$ cat config.mk
export PLATFORM = sky130hd
export DESIGN_NAME = nvm_unlock_guard
export DESIGN_NICKNAME = d
export VERILOG_FILES = /design/src/rtl/nvmg_pkg.sv /design/src/rtl/nvmg_key_fsm.sv /design/src/rtl/nvmg_op_len.sv /design/src/rtl/nvmg_op_timer.sv /design/src/rtl/nvm_unlock_guard.sv
export SDC_FILE = /design/constraint.sdc
export NUM_CORES = 1
export LEC_CHECK = 0
export CAP_MARGIN = 20
export CORE_ASPECT_RATIO = 1.5
export CORE_UTILIZATION = 40
export CTS_CLUSTER_SIZE = 24
export DETAILED_ROUTE_END_ITERATION = 16
export GPL_ROUTABILITY_DRIVEN = 0
export PLACE_DENSITY = 0.7
export RECOVER_POWER = 50
export SLEW_MARGIN = 20
export SYNTH_ARGS = -nofsm -noshare
export SYNTH_HDL_FRONTEND = slang
export SYNTH_SLANG_ARGS = --single-unit
$ cat constraint.sdc
create_clock -name clk_i -period 6.9 [get_ports clk_i]
set_clock_uncertainty 0.15 [all_clocks]
set_input_delay 1.38 -clock clk_i [delete_from_list [all_inputs] [get_ports clk_i]]
set_output_delay 1.38 -clock clk_i [all_outputs]
set_load 0.02 [all_outputs]
$ cat src/rtl/nvmg_pkg.sv
package nvmg_pkg;
  localparam int DW = 8;
  localparam logic [DW-1:0] KEY_FIRST  = 8'h55;
  localparam logic [DW-1:0] KEY_SECOND = 8'hAA;

  localparam int CTRL_GO     = 0;
  localparam int CTRL_ARM    = 1;
  localparam int CTRL_ERR    = 2;
  localparam int CTRL_OP_LSB = 3;
  localparam int OP_W        = 3;

  typedef enum logic [1:0] {KEY_IDLE, KEY_HALF, KEY_FULL} key_st_e;

  typedef enum logic [OP_W-1:0] {
    OP_ROW_ERASE   = 3'd0,
    OP_LATCH_LOAD  = 3'd1,
    OP_PROG_COMMIT = 3'd2,
    OP_UID_COMMIT  = 3'd3,
    OP_EE_WRITE    = 3'd4
  } op_e;

  function automatic int unsigned max_of(int unsigned a, int unsigned b);
    return (a > b) ? a : b;
  endfunction
endpackage

$ cat src/rtl/nvmg_key_fsm.sv
module nvmg_key_fsm
  import nvmg_pkg::*;
(
  input  logic          clk_i,
  input  logic          rst_ni,
  input  logic          wr_i,
  input  logic          key_hit_i,
  input  logic [DW-1:0] wdata_i,
  input  logic          busy_i,
  output logic          armed_o
);
  key_st_e st_q, st_d;

  always_comb begin
    st_d = st_q;
    if (busy_i) begin
      st_d = KEY_IDLE;
    end else if (wr_i) begin
      if (!key_hit_i)                                   st_d = KEY_IDLE;
      else if (wdata_i == KEY_FIRST)                    st_d = KEY_HALF;
      else if (wdata_i == KEY_SECOND && st_q == KEY_HALF) st_d = KEY_FULL;
      else                                              st_d = KEY_IDLE;
    end
  end

  always_ff @(posedge clk_i or negedge rst_ni) begin
    if (!rst_ni) st_q <= KEY_IDLE;
    else         st_q <= st_d;
  end

  assign armed_o = (st_q == KEY_FULL);

  a_r3_full_after_second: assert property (@(posedge clk_i) disable iff (!rst_ni)
    $rose(armed_o) |-> $past(wr_i && key_hit_i && wdata_i == KEY_SECOND));
  a_r8_busy_empties_key: assert property (@(posedge clk_i) disable iff (!rst_ni)
    busy_i |=> !armed_o);
  a_r10_foreign_write_breaks: assert property (@(posedge clk_i) disable iff (!rst_ni)
    (wr_i && !key_hit_i) |=> !armed_o);
endmodule

$ cat src/rtl/nvmg_op_len.sv
module nvmg_op_len
  import nvmg_pkg::*;
#(
  parameter int unsigned T_ROW_ERASE   = 48,
  parameter int unsigned T_LATCH_LOAD  = 2,
  parameter int unsigned T_PROG_COMMIT = 32,
  parameter int unsigned T_UID_COMMIT  = 32,
  parameter int unsigned T_EE_WRITE    = 16,
  parameter int          CNT_W         = 6
) (
  input  logic [OP_W-1:0]  code_i,
  output logic [CNT_W-1:0] len_o,
  output logic             legal_o
);
  always_comb begin
    legal_o = 1'b1;
    unique case (code_i)
      OP_ROW_ERASE:   len_o = CNT_W'(T_ROW_ERASE);
      OP_LATCH_LOAD:  len_o = CNT_W'(T_LATCH_LOAD);
      OP_PROG_COMMIT: len_o = CNT_W'(T_PROG_COMMIT);
      OP_UID_COMMIT:  len_o = CNT_W'(T_UID_COMMIT);
      OP_EE_WRITE:    len_o = CNT_W'(T_EE_WRITE);
      default: begin
        len_o   = '0;
        legal_o = 1'b0;
      end
    endcase
  end

  initial begin
    a_r7_lengths_nonzero: assert (T_ROW_ERASE > 0 && T_LATCH_LOAD > 0 && T_PROG_COMMIT > 0
                                  && T_UID_COMMIT > 0 && T_EE_WRITE > 0);
  end
endmodule

$ cat src/rtl/nvmg_op_timer.sv
module nvmg_op_timer #(
  parameter int CNT_W = 6
) (
  input  logic             clk_i,
  input  logic             rst_ni,
  input  logic             start_i,
  input  logic [CNT_W-1:0] len_i,
  output logic             busy_o,
  output logic             done_o
);
  logic [CNT_W-1:0] cnt_q;

  always_ff @(posedge clk_i or negedge rst_ni) begin
    if (!rst_ni) begin
      cnt_q  <= '0;
      busy_o <= 1'b0;
      done_o <= 1'b0;
    end else begin
      done_o <= 1'b0;
      if (start_i && !busy_o) begin
        busy_o <= 1'b1;
        cnt_q  <= len_i - 1'b1;
      end else if (busy_o) begin
        if (cnt_q == '0) begin
          busy_o <= 1'b0;
          done_o <= 1'b1;
        end else begin
          cnt_q <= cnt_q - 1'b1;
        end
      end
    end
  end

  a_r7_done_at_end: assert property (@(posedge clk_i) disable iff (!rst_ni)
    done_o |-> (!busy_o && $past(busy_o)));
  a_r7_start_sets_busy: assert property (@(posedge clk_i) disable iff (!rst_ni)
    (start_i && !busy_o) |=> busy_o);
  a_r7_len_nonzero: assert property (@(posedge clk_i) disable iff (!rst_ni)
    start_i |-> (len_i != '0));
endmodule

$ cat src/rtl/nvm_unlock_guard.sv
module nvm_unlock_guard
  import nvmg_pkg::*;
#(
  parameter int          ADDR_W        = 2,
  parameter int unsigned T_ROW_ERASE   = 48,
  parameter int unsigned T_LATCH_LOAD  = 2,
  parameter int unsigned T_PROG_COMMIT = 32,
  parameter int unsigned T_UID_COMMIT  = 32,
  parameter int unsigned T_EE_WRITE    = 16
) (
  input  logic              clk_i,
  input  logic              rst_ni,
  input  logic              bus_wr_i,
  input  logic [ADDR_W-1:0] bus_addr_i,
  input  logic [DW-1:0]     bus_wdata_i,
  input  logic [ADDR_W-1:0] rd_addr_i,
  output logic [DW-1:0]     rd_data_o,
  output logic              stall_o,
  output logic              done_o,
  output logic [OP_W-1:0]   active_op_o
);
  localparam int unsigned T_MAX = max_of(max_of(max_of(T_ROW_ERASE, T_LATCH_LOAD),
                                  max_of(T_PROG_COMMIT, T_UID_COMMIT)), T_EE_WRITE);
  localparam int CNT_W = $clog2(T_MAX + 1);
  localparam logic [ADDR_W-1:0] ADDR_CTRL = ADDR_W'(0);
  localparam logic [ADDR_W-1:0] ADDR_KEY  = ADDR_W'(1);

  logic            busy, armed, op_legal;
  logic            arm_q, err_q;
  logic [OP_W-1:0] op_q;
  logic [CNT_W-1:0] op_len;
  logic [OP_W-1:0] req_op;
  logic            ctrl_wr, go_req, launch, reject;

  assign req_op  = bus_wdata_i[CTRL_OP_LSB +: OP_W];
  assign ctrl_wr = bus_wr_i && (bus_addr_i == ADDR_CTRL) && !busy;
  assign go_req  = ctrl_wr && bus_wdata_i[CTRL_GO];
  // stored arm bit, not the one in this write
  assign launch  = go_req && armed && arm_q && op_legal;
  assign reject  = go_req && !launch;

  nvmg_key_fsm u_key (
    .clk_i     (clk_i),
    .rst_ni    (rst_ni),
    .wr_i      (bus_wr_i),
    .key_hit_i (bus_addr_i == ADDR_KEY),
    .wdata_i   (bus_wdata_i),
    .busy_i    (busy),
    .armed_o   (armed)
  );

  nvmg_op_len #(
    .T_ROW_ERASE   (T_ROW_ERASE),
    .T_LATCH_LOAD  (T_LATCH_LOAD),
    .T_PROG_COMMIT (T_PROG_COMMIT),
    .T_UID_COMMIT  (T_UID_COMMIT),
    .T_EE_WRITE    (T_EE_WRITE),
    .CNT_W         (CNT_W)
  ) u_len (
    .code_i  (req_op),
    .len_o   (op_len),
    .legal_o (op_legal)
  );

  nvmg_op_timer #(.CNT_W(CNT_W)) u_tmr (
    .clk_i   (clk_i),
    .rst_ni  (rst_ni),
    .start_i (launch),
    .len_i   (op_len),
    .busy_o  (busy),
    .done_o  (done_o)
  );

  always_ff @(posedge clk_i or negedge rst_ni) begin
    if (!rst_ni) begin
      arm_q <= 1'b0;
      err_q <= 1'b0;
      op_q  <= '0;
    end else if (ctrl_wr) begin
      arm_q <= bus_wdata_i[CTRL_ARM];
      op_q  <= req_op;
      err_q <= reject | (err_q & bus_wdata_i[CTRL_ERR]);
    end
  end

  always_comb begin
    rd_data_o = '0;
    if (rd_addr_i == ADDR_CTRL) begin
      rd_data_o[CTRL_GO]                  = busy;
      rd_data_o[CTRL_ARM]                 = arm_q;
      rd_data_o[CTRL_ERR]                 = err_q;
      rd_data_o[CTRL_OP_LSB +: OP_W]      = op_q;
    end
  end

  assign stall_o     = busy;
  assign active_op_o = busy ? op_q : '0;

  a_r2_stall_needs_go: assert property (@(posedge clk_i) disable iff (!rst_ni)
    $rose(stall_o) |-> $past(bus_wr_i && bus_addr_i == ADDR_CTRL && bus_wdata_i[CTRL_GO]));
  a_r4_stall_needs_prior_arm: assert property (@(posedge clk_i) disable iff (!rst_ni)
    $rose(stall_o) |-> $past(arm_q));
  a_r6_running_op_legal: assert property (@(posedge clk_i) disable iff (!rst_ni)
    stall_o |-> (active_op_o <= OP_EE_WRITE));
  a_r5_err_from_start: assert property (@(posedge clk_i) disable iff (!rst_ni)
    $rose(err_q) |-> $past(bus_wr_i && bus_addr_i == ADDR_CTRL && bus_wdata_i[CTRL_GO]));
  a_r8_cfg_frozen: assert property (@(posedge clk_i) disable iff (!rst_ni)
    (stall_o && $past(stall_o)) |-> ($stable(arm_q) && $stable(op_q) && $stable(err_q)));
endmodule

# [Word-level counts from Yosys, hierarchy flattened]
# Index checks and enable logic that the tools add are counted.
# W data, S select, Z words.
[word_totals] regBits=15 output_inout_bits=13 wordCells=59
[classes] addsub=2 n_eq_ne=10 muxes=18 bitwise=2 reduce_logical=20
[ops] op="$mux W6" count=4
[ops] op="$pmux W6 S4" count=1
[ops] op="$sub A6 B1 Y6 const B" count=2
[ops] op="$mux W2" count=5
[ops] op="$logic_and A1 B1 Y1" count=9
[ops] op="$eq A8 B7 Y1 const B" count=1
[ops] op="$eq A8 B8 Y1 const B" count=1
[ops] op="$mux W1" count=7
[ops] op="$eq A3 B2 Y1 const B" count=2
[ops] op="$logic_not A6 Y1" count=1
[ops] op="$reduce_or A5 Y1" count=1
[ops] op="$eq A2 B1 Y1 const B" count=2
[ops] op="$logic_not A2 Y1" count=2
[ops] op="$reduce_bool A2 Y1" count=2
[ops] op="$eq A3 B1 Y1 const B" count=1
[ops] op="$eq A3 B3 Y1 const B" count=1
[ops] op="$logic_not A3 Y1" count=1
[ops] op="$mux W3" count=1
[ops] op="$eq A2 B2 Y1 const B" count=1
[ops] op="$logic_not A1 Y1" count=2
[ops] op="$ne A2 B1 Y1 const B" count=1
[ops] op="$reduce_and A2 Y1" count=1
[ops] op="$reduce_or A2 Y1" count=1
[ops] op="$and A1 B1 Y1" count=1
[ops] op="$or A1 B1 Y1" count=1

# [Depth between registers and ports, before layout]
# Gate-level depths: netlist (run 1).
[depth] ltp_word=10 ltp_mapped=9 depth_no_buf=8

# [Cells and area by module]
# A second synthesis (run 1) with hierarchy kept.
[hier_totals] hier_cells=115 area_unflattened_um2=1092.3
[modules_own_cells] mod="nvmg_op_timer" n_inst=1 cells_each=63 area_per_inst_um2=571.8 seq_area_each_um2=200.2
[modules_own_cells] mod="nvm_unlock_guard" n_inst=1 cells_each=29 area_per_inst_um2=312.8 seq_area_each_um2=125.1
[modules_own_cells] mod="nvmg_key_fsm" n_inst=1 cells_each=14 area_per_inst_um2=147.6 seq_area_each_um2=50.0
[modules_own_cells] mod="nvmg_op_len" n_inst=1 cells_each=9 area_per_inst_um2=60.1 seq_area_each_um2=0.0

# [Worst setup path before layout (run 1)]
# OpenSTA, ideal clock, no wires.
[synth_path] path_kind="input-to-output" startpoint="in rd_addr_i[1]" endpoint="out rd_data_o[0]" t_arrival_ns=1.865 slack_ns=3.505 stages=1 path_buffers=0 path_cell_list="nor3_1"
[synth_via] elab_chain_len=2
[synth_rtl] element="start: declaration" line="nvm_unlock_guard.sv:16" text="input logic [ADDR_W-1:0] rd_addr_i,"
[synth_rtl] element="$logic_not A2 Y1" line="nvm_unlock_guard.sv:88" text="if (rd_addr_i == ADDR_CTRL) begin"
[synth_rtl] element="$mux W6" line="nvm_unlock_guard.sv:88"
[synth_rtl] element="end: declaration" line="nvm_unlock_guard.sv:17" text="output logic [DW-1:0] rd_data_o,"
# No other way between the ends.

# [Final worst setup path (run 1)]
[layout_path] startpoint="in bus_wr_i" endpoint="reg u_tmr.cnt_q[4]"
[layout_via] elab_chain_len=9
[layout_rtl] element="start: declaration" line="nvm_unlock_guard.sv:13" text="input logic bus_wr_i,"
[layout_rtl] element="$logic_and A1 B1 Y1 (*) (2 in series)" line="nvm_unlock_guard.sv:36" text="assign ctrl_wr = bus_wr_i && (bus_addr_i == ADDR_CTRL) && !busy;"
[layout_rtl] element="$logic_and A1 B1 Y1 (*)" line="nvm_unlock_guard.sv:37" text="assign go_req = ctrl_wr && bus_wdata_i[CTRL_GO];"
[layout_rtl] element="$logic_and A1 B1 Y1 (*) (3 in series)" line="nvm_unlock_guard.sv:39" text="assign launch = go_req && armed && arm_q && op_legal;"
[layout_rtl] element="$logic_and A1 B1 Y1 (*)" line="nvmg_op_timer.sv:20" text="if (start_i && !busy_o) begin"
[layout_rtl] element="$ne A2 B1 Y1 (no line) or $reduce_bool A2 Y1 (tied branches)"
[layout_rtl] element="$reduce_and A2 Y1 (no line)"
[layout_rtl] element="end signal: assignment" line="nvmg_op_timer.sv:22" text="cnt_q <= len_i - 1'b1;"
[layout_rtl] element="end signal: assignment" line="nvmg_op_timer.sv:28" text="cnt_q <= cnt_q - 1'b1;"
[layout_rtl] element="end: declaration" line="nvmg_op_timer.sv:11" text="logic [CNT_W-1:0] cnt_q;"
# Every way passes the cells marked *; elsewhere a longest branch is shown, timed or not.
# A chain may end at the register's enable or synchronous reset.

==> results of run 1 <==
==> area by class of cell <==
class	count	share of cell area
multi-input cells	69	0.407
flip-flops and latches	15	0.321
repair buffers	25	0.214
well taps	22	0.0235
clock buffers	4	0.0224
inverters	4	0.0128
==> Yosys cell counts, drive strengths merged <==
cell	n	area share
or2b	1	0.0082
nand2	5	0.020
nor2b	2	0.014
a21o	2	0.016
xor2	1	0.0095
nand3	1	0.0054
and3b	2	0.019
buf	5	0.046
a211oi	1	0.0082
nand4	3	0.027
a32o	1	0.011
nor2	9	0.037
and4bb	1	0.014
dfrtp	15	0.41
nor3	3	0.016
nand2b	3	0.020
nor4b	4	0.054
a2111oi	1	0.016
mux2i	3	0.033
a2bb2oi	1	0.0095
inv	4	0.016
conb	1	0.0041
o21ai	2	0.011
ha	1	0.014
mux2	4	0.049
and2	8	0.054
a21oi	5	0.027
nor4bb	3	0.033
==> registers in the layout, indices dropped and copies added, names as in the netlist <==
name	flops
arm_q	1
u_tmr.cnt_q	6
u_key.st_q	2
u_tmr.busy_o	1
op_q	3
err_q	1
u_tmr.done_o	1
==> where the power goes <==
part	leakage, nW	switching, mW	internal (mW)
Sequential	0.199	0.00344	0.0934
Clock	0.0150	0.0273	0.0225
Combinational	0.307	0.0135	0.0177
==> routing by layer <==
layer | vias up | routed length (um) | share of wire | track usage
met2 | 18 | 995 | 0.51 | 0.319
met3 | 4 | 84 | 0.043 | 0.0220
met1 | 381 | 833 | 0.43 | 0.201
li1 | 374 | - | - | -
met4 | 0 | 25 | 0.013 | 0.0553
met5 | - | 0 | 0 | 0
==> critical path, delay by kind of cell <==
kind | cells | cell delay (ps)
fa+ha+maj | 1 | 250
buf+inv | 1 | 510
compound gates | 3 | 470
simple gates | 4 | 2100
==> metrics by stage <==
| stage | instance area [sq um] | power, mW |
|---|---|---|
| 5_1_grt | 1170 | 0.185 |
| 2_1_floorplan | 925 | 0.113 |
| 3_3_place_gp | 1160 | 0.131 |
| 3_5_place_dp | 1160 | 0.131 |
| 4_1_cts | 1190 | 0.182 |
| 6_report | 1170 | 0.178 |
==> kinds of logic after synthesis <==
group,Yosys count
and+or+nand+nor,45
DFF,15
AOI/OAI and AO/OA,13
buffers and inverters,9
muxes,7
adders and majority gates,1
other,1
xor gates and xnor gates,1
==> worst max path at each step <==
stage | endpoint | slack (ps) | depth (start not counted)
2_1_floorplan | rd_data_o[0] | 3510 | 1
3_3_place_gp | rd_data_o[4] | 2620 | 4
3_5_place_dp | rd_data_o[5] | 2590 | 4
4_1_cts | rd_data_o[5] | 2590 | 4
5_1_grt | u_tmr.cnt_q[4] | 1940 | 9
6_report | u_tmr.cnt_q[4] | 2230 | 9
==> impl_summary.log, run 1 <==
[metrics] critical path class: input port to flip-flop
[metrics] DRC violation total after the first TritonRoute iteration: 9
[metrics] IO buf count: 25
[metrics] post-synthesis average cell area: 10.0 sq um
[metrics] peak ir drop on the vdd network: between 80 and 90 uV
[metrics] core box area: between 2000 and 2500 sq um
[metrics] clock insertion delay at the later pin of the skew report: 280 ps
[metrics] Compound-Gate Fraction of Synth Area: 0.0992
[metrics] routed wire length: roughly 1900 um
[metrics] non-filler instance count after layout: approximately 140
[metrics] fraction of synthesized cell area in xor and xnor cells: 0.00951
[metrics] minimum clock period after layout: roughly 4700 ps
[metrics] post-synthesis cell type count: 32
[metrics] die extent in x: a little over 40 um
[metrics] setup slack of the worst register-to-register path: approximately 3200 ps
[metrics] max-cap viol count: 0
[metrics] path depth of the worst reg2reg path: 8
[metrics] global route overflow: 0
[metrics] DRT Pass-1 Iters: 4
[metrics] largest stage delay on the critical path: around 1100 ps
[metrics] Clock Pin Slew Worst Setup and Hold Paths: about 80 ps
[metrics] TritonCTS buffer count: 3
[metrics] combinational family with the most area after synthesis: simple AND/OR/NAND/NOR gates
[metrics] flops & latches, synth: 15
[metrics] final standard cell utilization of the core: 0.557
[metrics] fill cell count: just under 200
[metrics] wire length of the first global-routing pass: 3040 um
[metrics] Die Ht: between 60 and 70 um
[metrics] end of the worst hold path: u_tmr.cnt_q[0]
[metrics] most frequent standard cell in the layout excluding fill and tap cells: sky130_fd_sc_hd__clkdlybuf4s50_1
[metrics] number of global-route vias before repair: between 700 and 800
[metrics] data required time at the worst endpoint: a little under 7000 ps
[metrics] final net count: 134
[metrics] final slew viol count: 0
[metrics] post-detailed-route wirelength per cell: ~14 um
[metrics] total power density per cell area: between 150 and 200 nW/um^2
[metrics] average vias per placed instance: 5.59
[metrics] final worst slack: 2230 ps
[metrics] run status: finished, final reports clean
[metrics] Clock H-tree levels: 1
[metrics] fraction of the mapped netlist area in adder cells: 0.0136
[metrics] maximum clock path buffer count: 2
[metrics] LEAKAGE: about 0.52 nW
[metrics] hold depth: 1
[metrics] worst-case headroom to the max-slew limit: 0.101
[metrics] IO Pins: 28
[metrics] floorplan row count: 20
[metrics] Critical Path Source Type: input port
[metrics] hold crit path type: flip-flop to flip-flop
[metrics] library cell used as clock root buffer: sky130_fd_sc_hd__clkbuf_4
[metrics] data arrival time of the worst path: 4720 ps
[metrics] count of instances resized after the clock tree is built: 0
[metrics] Final ANT Viol Nets: 0
[metrics] Fmax: 214 MHz
[metrics] warnings from Yosys: 0
[metrics] final period utilization: 0.677
[metrics] type of destination of the critical path: flip-flop
[metrics] area enclosed by the die boundary: between 2000 and 3000 sq um
[metrics] multiplexer fraction of the synthesized cell area: 0.0815
[metrics] sequential cell area fraction in the yosys report: 0.408
[metrics] Post-CTS Setup Inserts: 0
[metrics] worst hold start: u_tmr.cnt_q[0]
[metrics] CP max stage cell: sky130_fd_sc_hd__nor4b_1
[metrics] dominant cell type by count on the critical path: sky130_fd_sc_hd__nor4b_1
[metrics] Post-CTS Hold Fix Bufs: 0
[metrics] Critical R2R Capture: u_tmr.cnt_q[4]
[metrics] start point of the critical path: bus_wr_i
[metrics] global-route usage over all layers: 0.176
[metrics] CP Cell Sequence: clkdlybuf4s50_1, nor4b_1, nand4_2, nor3_1, a21oi_1, ha_1, nor4b_1, a21o_1, a211oi_1
[metrics] area share of and/or/nand/nor cells after synthesis: 0.322
[metrics] number of design rule violations left after detail routing: 0
[metrics] Netlist Area Pre-Place: 921 sq um
[metrics] Area Growth Syn to Fin: 27.2%
[metrics] setup repair after global routing missed its margin: false
[metrics] FF-to-FF Start: u_tmr.busy_o
[metrics] maximum fanout count along the critical path: 11
[metrics] Num Clock Sinks: 15
[metrics] placement-stage worst setup slack: 2590 ps
[metrics] Via Count: around 800
[metrics] HPWL after DPL: 1480 um
[metrics] total area of sequential cells: roughly 380 sq um
[metrics] antenna diode count: 0
[metrics] number of setup violations in the final report: 0
[metrics] Gate Count Post-Synth: slightly above 90
[metrics] commonest cells after routing, fill and taps aside: sky130_fd_sc_hd__clkdlybuf4s50_1, sky130_fd_sc_hd__dfrtp_1, sky130_fd_sc_hd__nor2_1, sky130_fd_sc_hd__and2_1
[metrics] layout cell share with drive strength beyond 1: 0.0855
[metrics] Inst Count DP: about 140
[metrics] initial antenna violation count: 0
[metrics] final total negative setup slack: 0 ps
[metrics] slew at the pin with the worst max-slew slack: between 1000 and 1500 ps
[metrics] area used by multi-input combinational logic: roughly 480 sq um
[metrics] CTS tree: yes
[metrics] final hold vios: 0
[metrics] Post-Route Hold Slack: 351 ps
[metrics] Initial Util: 0.438
[metrics] maximum number of pins on one net before global-route repair: 16
(Power assumes the default switching activity.)
==> inputs of run 2 (changes only) <==
Settings changed: PLACE_DENSITY 0.7 to 0.73.
Clock period 6.9 ns to 4.2 ns, I/O delays scaled along.
==> run 2 against run 1 <==
Worst hold slack improved by 9.8 ps. Core utilization rose by 0.71 points. Final cell count did not move. Routed wire length fell by 2.2%. Critical path depth fell by 1. Global-route usage rose by 0.87 points. Critical endpoint unchanged. First-iteration DRC count rose by 44%. Die area did not move. Register-to-register slack got worse by 1900 ps. Sequential share of layout area fell by 0.41 points. Largest cell class unchanged. Non-clock buffer count did not move. Critical path type unchanged. Combinational power rose by 70%.
==> impl_summary.log, run 2 (synthesis gave the netlist of run 1 again) <==
[metrics] Tot Pwr: between 0.2 and 0.3 mW
[metrics] DRC violation total after the first TritonRoute iteration: 13
[metrics] final period utilization: 0.792
[metrics] switching part of the total power: 0.254
[metrics] IO Pins: 28
[metrics] CTS tree: yes
[metrics] slew at the pin with the worst max-slew slack: roughly 660 ps
[metrics] CP max stage cell: sky130_fd_sc_hd__dlygate4sd3_1
[metrics] largest stage delay on the critical path: roughly 600 ps
[metrics] clock network fraction of total power: 0.283
[metrics] DRT Pass-1 Iters: 4
[metrics] maximum number of pins on one net before global-route repair: 16
[metrics] instance area at placement: around 1200 sq um
[metrics] Area Growth Syn to Fin: 28.8%
[metrics] wire length of the first global-routing pass: ~3200 um
[metrics] placement-stage worst setup slack: 636 ps
[metrics] non-filler instance count after layout: approximately 140
[metrics] CP Cell Sequence: dlygate4sd3_1, nor4b_4, nand4_2, a21oi_1, ha_1, nor4b_1, nor2_1, a211oi_1
[metrics] top cell family by delay on the critical path: simple AND/OR/NAND/NOR gates
[metrics] maximum clock path buffer count: 2
[metrics] most frequent standard cell in the layout excluding fill and tap cells: sky130_fd_sc_hd__clkdlybuf4s50_1
[metrics] routed wire length: approximately 1900 um
[metrics] Inst Count DP: roughly 140
[metrics] post-detailed-route wirelength per cell: around 14 um
[metrics] internal power: around 0.22 mW
[metrics] net switching component of the power: between 0.07 and 0.08 mW
[metrics] number of buffers and inverters on the critical path: 1
[metrics] Post-CTS Hold Fix Bufs: 0
[metrics] count of instances resized after the clock tree is built: 0
[metrics] peak ir drop on the vdd network: 203 uV
[metrics] TritonCTS buffer count: 3
[metrics] clock insertion delay at the later pin of the skew report: roughly 280 ps
[metrics] final hold vios: 0
[metrics] antenna diode count: 0
[metrics] Fmax: between 300 and 400 MHz
[metrics] largest reg by FF count: u_tmr.cnt_q
[metrics] Clock Pin Slew Worst Setup and Hold Paths: approximately 90 ps
[metrics] final total negative setup slack: 0 ps
[metrics] number of global-route vias before repair: around 800
[metrics] library cell used as clock root buffer: sky130_fd_sc_hd__clkbuf_4
[metrics] run status: finished, final reports clean
[metrics] final worst slack: approximately 870 ps
[metrics] data required time at the worst endpoint: 4250 ps
[metrics] FF-to-FF Start: u_tmr.busy_o
[metrics] setup repair after global routing missed its margin: false
[metrics] number of flip-flops under the largest register name: 6
[metrics] type of destination of the critical path: flip-flop
[metrics] IO buf count: 25
[metrics] final slew viol count: 0
[metrics] Clock H-tree levels: 1
[metrics] area enclosed by the die boundary: ~2500 sq um
[metrics] global route overflow: 0
[metrics] average vias per placed instance: between 5 and 6
[metrics] final net count: ~130
[metrics] commonest cells after routing, fill and taps aside: sky130_fd_sc_hd__clkdlybuf4s50_1, sky130_fd_sc_hd__dfrtp_1, sky130_fd_sc_hd__nor2_1, sky130_fd_sc_hd__and2_1
[metrics] register share of total power: 0.538
[metrics] maximum fanout count along the critical path: 11
[metrics] Num Clock Sinks: 15
[metrics] layout cell share with drive strength beyond 1: 0.0940
[metrics] Initial Util: 0.438
[metrics] worst-case headroom to the max-slew limit: 0.560
[metrics] Via Count: around 800
[metrics] minimum clock period after layout: about 3300 ps
[metrics] number of setup violations in the final report: 0
[metrics] Post-CTS Setup Inserts: 0
[metrics] data arrival time of the worst path: 3370 ps
[metrics] total power density per cell area: about 250 nW/um^2
[metrics] Critical Path Source Type: input port
[metrics] LEAKAGE: around 0.52 nW
[metrics] Final ANT Viol Nets: 0
[metrics] Die Ht: 60.8 um
[metrics] floorplan row count: 20
[metrics] core box area: ~2100 sq um
[metrics] max-cap viol count: 0
[metrics] initial antenna violation count: 0
[metrics] Logic pwr share: 0.180
[metrics] global-route usage over all layers: 0.184
[metrics] worst hold start: err_q
[metrics] HPWL after DPL: approximately 1500 um
[metrics] start point of the critical path: bus_wr_i
[metrics] hold crit path type: flip-flop to flip-flop
[metrics] number of design rule violations left after detail routing: 0
[metrics] critical path class: input port to flip-flop
[metrics] biggest regs: u_tmr.cnt_q: 6 flops, op_q: 3 flops, u_key.st_q: 2 flops
[metrics] die extent in x: just over 40 um
[metrics] post-route standard cell area excluding fillers: 1190 sq um
[run 2: cell types whose count changed in the layout (fill, tap and decap cells not counted)]
cell                              change
sky130_fd_sc_hd__nor4b_4              +1
sky130_fd_sc_hd__clkdlybuf4s50_1      +1
sky130_fd_sc_hd__dlygate4sd3_1        -1
sky130_fd_sc_hd__nor4b_1              -1
[run 2: power groups by stage]
stage               Sequential, mW  Clock [mW]  Combinational [mW]
CTS                          0.159      0.0847              0.0542
floorplan                    0.160           0              0.0258
global route                 0.160      0.0906              0.0572
finish                       0.159      0.0834              0.0531
detailed placement           0.162           0              0.0538
global placement             0.162           0              0.0534
[run 2: cell type report]
cell class / instances / area, sq um
clock buffers: 4 / 26.3
fillers: 200 / 916
inverters: 4 / 15.0
flip-flops and latches: 15 / 375
multi-input cells: 69 / 492
well taps: 22 / 27.5
repair buffers: 25 / 250
[run 2: routing by layer]
metal / routed length (um) / up-vias / track usage
met3: 53 / 6 / 0.0330
met4: 42 / 0 / 0.0922
met1: 811 / 394 / 0.206
li1: - / 374 / -
met5: 0 / - / 0
met2: 990 / 15 / 0.317
[run 2: path summary, 6_finish.rpt]
| check | endpoint | slack, ps | cells past startpoint |
|---|---|---|---|
| max | u_tmr.cnt_q[4] | 870 | 8 |
| min | err_q | 360 | 1 |
| max reg2reg | u_tmr.cnt_q[4] | 1360 | 7 |
| min reg2reg | err_q | 360 | 1 |
| max in group asynchronous | u_tmr.cnt_q[5] | 2610 | 1 |
| min in group asynchronous | u_tmr.cnt_q[2] | 870 | 1 |
[run 2: through the flow]
step,utilization,hold WS [ps]
after global placement,0.552,334
final,0.564,361
after CTS,0.564,363
after floorplan,-,308
after detailed placement,0.552,344
after global routing,0.564,388
